[src/rtl/acc_core_pkg.sv]
package acc_core_pkg;

    localparam int OP_W = 4;

    typedef enum logic [OP_W-1:0] {
        OP_NOP     = 4'd0,
        OP_LDA_IMM = 4'd1,
        OP_CPY_AR  = 4'd2,
        OP_OUT_R   = 4'd3,
        OP_OUT_A   = 4'd4,
        OP_LDR_IN  = 4'd5,
        OP_LDA_IN  = 4'd6,
        OP_ADD     = 4'd7,
        OP_OR      = 4'd8,
        OP_AND     = 4'd9,
        OP_NOT     = 4'd10
    } opcode_e;

    typedef enum logic [2:0] {
        ASEL_IN,
        ASEL_ADD,
        ASEL_OR,
        ASEL_AND,
        ASEL_NOT
    } asel_e;

    typedef struct packed {
        logic  a_we;
        asel_e a_sel;
        logic  r_we;
        logic  r_from_in;
        logic  out_we;
        logic  out_from_r;
    } ctrl_t;

endpackage

[src/rtl/acc_core_decode.sv]
module acc_core_decode
    import acc_core_pkg::*;
(
    input  logic [OP_W-1:0] op_code,
    output ctrl_t           ctrl
);

    always_comb begin
        ctrl = '{a_we: 1'b0, a_sel: ASEL_IN, r_we: 1'b0,
                 r_from_in: 1'b0, out_we: 1'b0, out_from_r: 1'b0};
        unique case (op_code)
            OP_LDA_IMM,
            OP_LDA_IN: begin
                ctrl.a_we  = 1'b1;
                ctrl.a_sel = ASEL_IN;
            end
            OP_CPY_AR: ctrl.r_we = 1'b1;
            OP_LDR_IN: begin
                ctrl.r_we      = 1'b1;
                ctrl.r_from_in = 1'b1;
            end
            OP_OUT_R: begin
                ctrl.out_we     = 1'b1;
                ctrl.out_from_r = 1'b1;
            end
            OP_OUT_A: ctrl.out_we = 1'b1;
            OP_ADD: begin
                ctrl.a_we  = 1'b1;
                ctrl.a_sel = ASEL_ADD;
            end
            OP_OR: begin
                ctrl.a_we  = 1'b1;
                ctrl.a_sel = ASEL_OR;
            end
            OP_AND: begin
                ctrl.a_we  = 1'b1;
                ctrl.a_sel = ASEL_AND;
            end
            OP_NOT: begin
                ctrl.a_we  = 1'b1;
                ctrl.a_sel = ASEL_NOT;
            end
            default: ;  // OP_NOP and unused codes: idle control word
        endcase
    end

endmodule

[src/rtl/acc_core_alu.sv]
module acc_core_alu
    import acc_core_pkg::*;
#(
    parameter int W = 8
) (
    input  asel_e          sel,
    input  logic [W-1:0]   a,
    input  logic [W-1:0]   r,
    input  logic [W-1:0]   din,
    output logic [W-1:0]   y
);

    always_comb begin
        unique case (sel)
            ASEL_IN:  y = din;
            ASEL_ADD: y = a + r;   // carry dropped, modulo 2^W
            ASEL_OR:  y = a | r;
            ASEL_AND: y = a & r;
            ASEL_NOT: y = ~a;
            default:  y = a;
        endcase
    end

endmodule

[src/rtl/acc_core.sv]
module acc_core
    import acc_core_pkg::*;
#(
    parameter int W = 8
) (
    input  logic            clk,
    input  logic            rst,
    input  logic            op_valid,
    input  logic [OP_W-1:0] op_code,
    input  logic [W-1:0]    data_in,
    output logic [W-1:0]    out_data
);

    ctrl_t        ctrl;
    logic [W-1:0] a_q, r_q, out_q, alu_y;

    acc_core_decode u_decode (
        .op_code (op_code),
        .ctrl    (ctrl)
    );

    acc_core_alu #(.W(W)) u_alu (
        .sel (ctrl.a_sel),
        .a   (a_q),
        .r   (r_q),
        .din (data_in),
        .y   (alu_y)
    );

    always_ff @(posedge clk) begin
        if (rst) begin
            a_q   <= '0;
            r_q   <= '0;
            out_q <= '0;
        end else if (op_valid) begin
            if (ctrl.a_we)   a_q   <= alu_y;
            if (ctrl.r_we)   r_q   <= ctrl.r_from_in ? data_in : a_q;
            if (ctrl.out_we) out_q <= ctrl.out_from_r ? r_q : a_q;
        end
    end

    assign out_data = out_q;

    p_idle_hold_r10: assert property (@(posedge clk) disable iff (rst)
        !op_valid |=> ($stable(a_q) && $stable(r_q) && $stable(out_q)));

    p_add_wrap_r5: assert property (@(posedge clk) disable iff (rst)
        (op_valid && op_code == OP_ADD) |=> a_q == W'($past(a_q) + $past(r_q)));

    p_out_a_r4: assert property (@(posedge clk) disable iff (rst)
        (op_valid && op_code == OP_OUT_A) |=> out_q == $past(a_q));

    p_out_r_r4: assert property (@(posedge clk) disable iff (rst)
        (op_valid && op_code == OP_OUT_R) |=> out_q == $past(r_q));

    p_out_keep_r4: assert property (@(posedge clk) disable iff (rst)
        (op_code != OP_OUT_A && op_code != OP_OUT_R) |=> $stable(out_q));

    p_r_keep_r3: assert property (@(posedge clk) disable iff (rst)
        (op_code != OP_CPY_AR && op_code != OP_LDR_IN) |=> $stable(r_q));

    p_a_keep_r8: assert property (@(posedge clk) disable iff (rst)
        (op_valid && (op_code inside {OP_CPY_AR, OP_OUT_R, OP_OUT_A, OP_LDR_IN}))
        |=> $stable(a_q));

    p_nop_r9: assert property (@(posedge clk) disable iff (rst)
        (op_code == OP_NOP || op_code > OP_NOT)
        |=> ($stable(a_q) && $stable(r_q) && $stable(out_q)));

endmodule

[config.mk]
export PLATFORM = sky130hd
export DESIGN_NAME = acc_core
export DESIGN_NICKNAME = d
export VERILOG_FILES = /design/src/rtl/acc_core_pkg.sv /design/src/rtl/acc_core_decode.sv /design/src/rtl/acc_core_alu.sv /design/src/rtl/acc_core.sv
export SDC_FILE = /design/constraint.sdc
export NUM_CORES = 1
export LEC_CHECK = 0
export ABC_AREA = 1
export BUFFER_PORTS_ARGS = -buffer_cell sky130_fd_sc_hd__buf_4
export CORE_AREA = 2 2 86 88
export CTS_CLUSTER_SIZE = 24
export DETAILED_ROUTE_END_ITERATION = 8
export DIE_AREA = 0 0 88 90
export PLACE_DENSITY_LB_ADDON = 0.25
export RECOVER_POWER = 25
export SETUP_SLACK_MARGIN = 0.4
export SLEW_MARGIN = 20
export SYNTH_ARGS = -nofsm -noshare
export SYNTH_HDL_FRONTEND = slang
export SYNTH_SLANG_ARGS = --single-unit
[constraint.sdc]
create_clock -name clk -period 2.2 [get_ports clk]
set_input_delay 0.11 -clock clk [delete_from_list [all_inputs] [get_ports clk]]
set_output_delay 0.11 -clock clk [all_outputs]
set_load 0.005 [all_outputs]
# Word level (Yosys, flattened, before mapping)
# Cells that the tools add are included.
# op_classes
addsub	1
eq_ne	14
n_mux	8
n_bitwise	3
reduce_logical	8
# ops
cell	n
$pmux 8 s5	1
$pmux 4 s5	1
$eq 4x3->1 const B	4
$mux 8	2
$eq 4x4->1 const B	3
$add 8x8->8	1
$and 8x8->8	1
$eq 4x2->1 const B	2
$not 8->8	1
$or 8x8->8	1
$eq 3x2->1 const B	2
$reduce_or 2->1	3
$reduce_bool 5->1	1
$eq 4x1->1 const B	1
$mux 1	4
$reduce_and 2->1	2
$eq 3x1->1 const B	1
$eq 3x3->1 const B	1
$logic_not 3->1	1
$reduce_and 3->1	1
# word_totals
ff_bits	24
in_bits	15
output_inout_bits	8
elab_cells	37

# Logic depth before layout (Yosys ltp)
# Gate-level depths: netlist of the first run.
# logic_depth
word_depth	6
ltp_mapped	11
mapped_depth_nobuf	11

# Modules after synthesis
# Synthesis of the first run repeated with hierarchy kept, for this count alone.
# hier_totals
hier_cells	359
hier_area_um2	2083.2
# by_module_without_submodules
mod	instances	cells_per_inst	area_per_inst_um2	seq_area_each_um2
acc_core	1	173	1102.3	480.5
acc_core_alu	1	157	863.3	0.0
acc_core_decode	1	29	117.6	0.0

# Worst setup path before layout of the first run
# No wires, ideal clock.
# synth_timing
path_kind	register to register
startpoint	register a_q[0]
endpoint	register a_q[4]
setup_ps	117
t_arrival_ps	1491
required_time_ps	2083
path_slack_ps	592
stages_incl_launch_ff	12
path_buffers	0
synth_period_minus_slack_ps	1608
path_cell_list	dfxtp_1 > ha_1 > inv_1 > fa_1 > inv_1 > nand3_1 > nand2_1 > a21oi_1 > o21ai_0 > nand3_1 > nor2_1 > nor2_1
# synth_via
elab_chain_cells	2
# synth_rtl
item	line_no	rtl
start, declared	acc_core.sv:15	logic [W-1:0] a_q, r_q, out_q, alu_y;
start signal, assigned	acc_core.sv:36	if (ctrl.a_we) a_q <= alu_y;
$add 8x8->8	acc_core_alu.sv:16	ASEL_ADD: y = a + r;
$pmux 8 s5	acc_core_alu.sv:14	unique case (sel)
# No other way between the ends.
# A chain may end at the register's enable or synchronous reset.

# Worst setup path after layout of the first run
# layout_timing
startpoint	register a_q[3]
endpoint	register a_q[6]
# Same word-level chain as after synthesis.

==> metrics.txt, run 1 <==
clk sink count=24; Tmin final=1.645 ns; WP data arrival=1.85 ns; Inserted Diodes=0; number of warnings issued by yosys=0; largest family of logic cells by synthesized area=simple AND/OR/NAND/NOR gates; Rel. slew slack=0.6321; Starting Density=0.2682; max_cap viols=0; Hold Path Class=input port to flip-flop; Ports=23; Final Hold Fails=0; worst setup margin=0.5546 ns; WL/cell=12.69 um; Die Footprint=7920 um^2; root cell of the clock tree=clkbuf_8; nets@finish=337; Core Area=7020 um^2; setup slack at placement=0.4570 ns; vias in the first global route=1,704; CP Max Fanout=6; mux contribution to synthesized area=0; Slew Viols, Final=0; DIE HEIGHT=90 um; CP Capture Type=flip-flop; post-synth top area share=0.2551; first-pass GRT wire length=8252 um; pin count of the biggest net entering global routing=21; Worst Path Required=2.40 ns; syn avg cell area=6.725 um^2; Synth area leaders=dfxtp_1 (26%), nand2_1 (13%), ha_1 (11%); startpoint types=flip-flop; Design Power=0.0009657 W; most common cell after layout, fill and taps aside=nand2_1; Longest Clk Path Bufs=2; RSZ-0062 raised after global routing=false; WHS=0.02919 ns; post-synthesis compound-gate area fraction=0.2140; initial antenna violation count=0; dpl cells=398; vias=1,858; Worst-path clk slew=0.09 ns; maximum clock rate=607.8 MHz; port bufs=22; worst slew pin tran=0.5513 ns; adder-cell area share of the yosys netlist=0.1169; DRC=0; maximum vdd ir drop=0.1783 mV; commonest cells after routing, fill and taps aside=nand2_1 (66), inv_1 (37), nand3_1 (25), o21ai_0 (25), buf_4 (18); Synth Cell Area=1883 um^2; register bit count reported by yosys=24; gr ovfl total=0; leakage=0.9354 nW; Layout Skew=0.006689 ns; DRT antenna net count=0; Post-Synthesis Cells=280; critical path class=flip-flop to flip-flop; part of the cycle the worst path needs=0.7479; # setup viols final=0; Yosys top cell by area=dfxtp_1; area grow syn2layout=19.34%; All-Layer GR Usage=0.1301; final wirelength=5103 um; Seq/Total Area, Yosys=0.2551; Synth Area in XOR/XNOR=0.004651; die width=88 um; status=finished, final reports clean; H-tree levels=1; setup total negative slack=0 ns; DR pass1 iterations=4; DR iter-0 viols=130; pwr dens=429.7 nW/um^2; gpl congestion=0.8055; post-synth cell types=30; row count=31; CTS tree=built; post-DR vias/cell=4.622; Final Instance Count excl. Fillers=402; clk_lat worst skew=0.27 ns; final HPWL from detailed placement=3950 um; syn nets=312; simple logic cell fraction of the synthesized area=0.3083; Num CTS Buffers=3; share of cells above drive strength 1=0.2112
## synthesized netlist by cell type, drive strengths merged
| cell | number |
|---|---|
| nand4 | 5 |
| a31oi | 16 |
| nor3 | 1 |
| a22oi | 1 |
| xnor2 | 1 |
| o21ai | 28 |
| inv | 38 |
| nand3 | 25 |
| clkbuf | 2 |
| nand2 | 71 |
| a21oi | 17 |
| or2 | 6 |
| clkinv | 1 |
| o21bai | 1 |
| dfxtp | 24 |
| o22ai | 2 |
| buf | 4 |
| fa | 1 |
| ha | 16 |
| nor2 | 20 |
## worst max-delay path: stages, from the launching register on
cell     delay, ns
dfxtp_1       0.43
inv_1         0.07
ha_1          0.36
a21oi_1       0.19
nand2_2       0.07
nand2_1       0.06
nand2_1       0.06
a21oi_1       0.11
o21ai_0       0.10
a21oi_1       0.12
## report_power, final
part           switching [W]  internal [W]  total [W]  leakage [nW]
clock network       0.000149      0.000123   0.000272        0.0216
registers          0.0000242      0.000455   0.000479         0.200
logic               0.000130     0.0000849   0.000215         0.713
total               0.000303      0.000663   0.000966         0.935
## per-layer routing
metal | vias up | part of all wire | global-route usage | routed length, um
met3 | 5 | 0.031 | 0.01102 | 159
met5 | - | 0 | 0 | 0
li1 | 976 | - | - | -
met2 | 30 | 0.47 | 0.2178 | 2413
met1 | 847 | 0.49 | 0.1763 | 2481
met4 | 0 | 0.0094 | 0.03590 | 48
## state kept, by name, indices dropped and copies added, names as in the netlist
name      count
a_q           8
out_data      8
r_q           8
## stage by stage
stage                 util  instance area, um^2
global placement    0.3071                 2156
CTS                 0.3130                 2197
global route        0.3201                 2247
detailed placement  0.3071                 2156
floorplan                -                 1883
finish              0.3201                 2247
## layout make-up
type / count / area [um^2]
Clock buffer: 3 / 41.29
Fill cell: 774 / 4773
Inverter: 39 / 151.4
Multi-Input combinational cell: 211 / 1237
Sequential cell: 24 / 498.0
Tap cell: 99 / 123.9
Timing Repair Buffer: 26 / 195.2
## path summary, 6_finish.rpt
path                  to  slack (ns)  cells past startpoint   start
hold / removal    a_q[2]        0.03                      2     rst
setup / recovery  a_q[6]        0.55                      9  a_q[3]
hold reg to reg   a_q[1]        0.50                      2  a_q[1]
setup reg to reg  a_q[6]        0.55                      9  a_q[3]
## what timing repair did
action	in CTS	in global routing
hold buffers	0	0
setup endpoints to repair	0	6
setup buffers	0	1
gates resized for setup	0	18
## kinds of logic after synthesis
kind of cell / Yosys count
AND/OR/NAND/NOR: 128
AO/OA/AOI/OAI: 65
buffers and inverters: 45
flip-flops: 24
adder cells (fa/ha/maj): 17
XOR/XNOR: 1
Note: power is estimated with default switching activity, not from simulation.
==> run 2, diff against run 1 <==
clock period = 1.59 ns   (was 2.2 ns; I/O delays follow)
==> run 2 against run 1 <==
Compared with the run above:
- utilization up 6.1 points
- total power is 55% higher
- combinational power up 89%
- hold slack better by 0.065 ns
- non-clock buffer count increased by 27
- sequential share of layout area is 3.6 points lower
- die area is the same
- global-route usage up 1.6 points
- design area grew 19%
- clock skew decreased by 0.00083 ns
==> metrics.txt, run 2 (same netlist as run 1, synthesis figures left out) <==
Final Instance Count excl. Fillers=430; final wirelength=5565 um; worst slew pin tran=0.3538 ns; # setup viols final=0; DR iter-0 viols=136; Design Power=0.001499 W; vias=1,952; Starting Density=0.2682; gpl congestion=0.7867; DIE HEIGHT=90 um; Final Cell Area=2678 um^2; All-Layer GR Usage=0.1458; critical path class=flip-flop to flip-flop; final HPWL from detailed placement=4269 um; max_cap viols=0; gr ovfl total=0; startpoint types=flip-flop; row count=31; clk_lat worst skew=0.27 ns; Layout Skew=0.005857 ns; nets@finish=364; Tmin final=1.579 ns; Die Footprint=7920 um^2; Rel. slew slack=0.7632; first-pass GRT wire length=9218 um; RR Startpoint=a_q[0]; CTS tree=built; Worst Path Required=1.76 ns; port bufs=22; vias in the first global route=1,833; maximum clock rate=633.4 MHz; path depth of the worst reg2reg path=9; status=finished, final reports clean; DRC=0; setup total negative slack=0 ns; part of the cycle the worst path needs=0.9930; commonest cells after routing, fill and taps aside=nand2_1 (64), buf_4 (42), inv_1 (29); H-tree levels=1; most common cell after layout, fill and taps aside=nand2_1; pwr dens=559.8 nW/um^2; Final Hold Fails=0; pin count of the biggest net entering global routing=21; Area after DPL=2374 um^2; DRT antenna net count=0; maximum vdd ir drop=0.1603 mV; crit path from=a_q[0]; WL/cell=12.94 um; Slew Viols, Final=0; Hold Path Class=input port to flip-flop; post-DR vias/cell=4.540; RSZ-0062 raised after global routing=true; Ports=23; fin util=0.3814; DR pass1 iterations=4; WP data arrival=1.75 ns; Worst-path clk slew=0.10 ns; leakage=1.106 nW; initial antenna violation count=0; die width=88 um; share of cells above drive strength 1=0.3535; clk sink count=24; dpl cells=415; Core Area=7020 um^2; CP Max Fanout=3; Longest Clk Path Bufs=2; hold path cells=3; area grow syn2layout=42.19%; root cell of the clock tree=clkbuf_8; CP Capture Type=flip-flop; Inserted Diodes=0; HP Start=data_in[2]; Num CTS Buffers=3
[run 2: cell count changes in the layout (fill, tap and decap cells not counted), sizes merged]
| cell | change |
|---|---|
| buf | +28 |
| clkbuf | -1 |
| dlygate4sd3 | +1 |
[run 2: metrics by stage]
stage	setup WS (ns)	hold WS (ns)
global route	-0.08924	0.09434
floorplan	0.1239	0.1389
finish	0.01118	0.09400
detailed placement	0.02074	0.2900
CTS	0.02950	0.09511
global placement	0.01965	0.2901
[run 2: worst paths after layout]
kind,to,slack (ns)
worst max-delay path,a_q[2],0.01
worst min-delay path,r_q[2],0.09
worst max register to register,a_q[2],0.01
worst min register to register,out_data[1],0.54
[run 2: report_power, final]
part / internal [W] / switching (W) / total [W]
clock: 0.000222 / 0.000219 / 0.000441
combinational: 0.000183 / 0.000224 / 0.000406
sequential: 0.000629 / 0.0000229 / 0.000652
[run 2: cell type report]
class / count / area (um^2)
clock buffer: 4 / 55.05
fill: 720 / 4343
inverter: 39 / 156.4
multi-input combinational: 211 / 1413
sequential: 24 / 496.7
tap: 99 / 123.9
timing repair buffer: 53 / 432.9
[run 2: timing repair]
action,CTS,global route
setup endpoints to repair,8,18
resized for setup,21,17
hold buffers,1,0
buffers inserted,6,4
endpoints found under the hold margin,2,0
pin swaps,16,16
[run 2: worst max-delay path, stage by stage (launching register included)]
cell and delay [ns]:
dfxtp_4 0.36, ha_4 0.17, inv_4 0.05, fa_2 0.18, inv_2 0.04, or2_2 0.27, nand3_2 0.08, nand4_1 0.07
o21ai_1 0.16, a21oi_1 0.09
[run 2: per-layer routing]
| layer | wire length, um | share of wire | global-route usage | vias up |
|---|---|---|---|---|
| li1 | - | - | - | 1032 |
| met1 | 2569 | 0.46 | 0.2007 | 881 |
| met2 | 2778 | 0.50 | 0.2418 | 35 |
| met3 | 167 | 0.030 | 0.01286 | 4 |
| met4 | 50 | 0.0090 | 0.03718 | 0 |
| met5 | 0 | 0 | 0 | - |
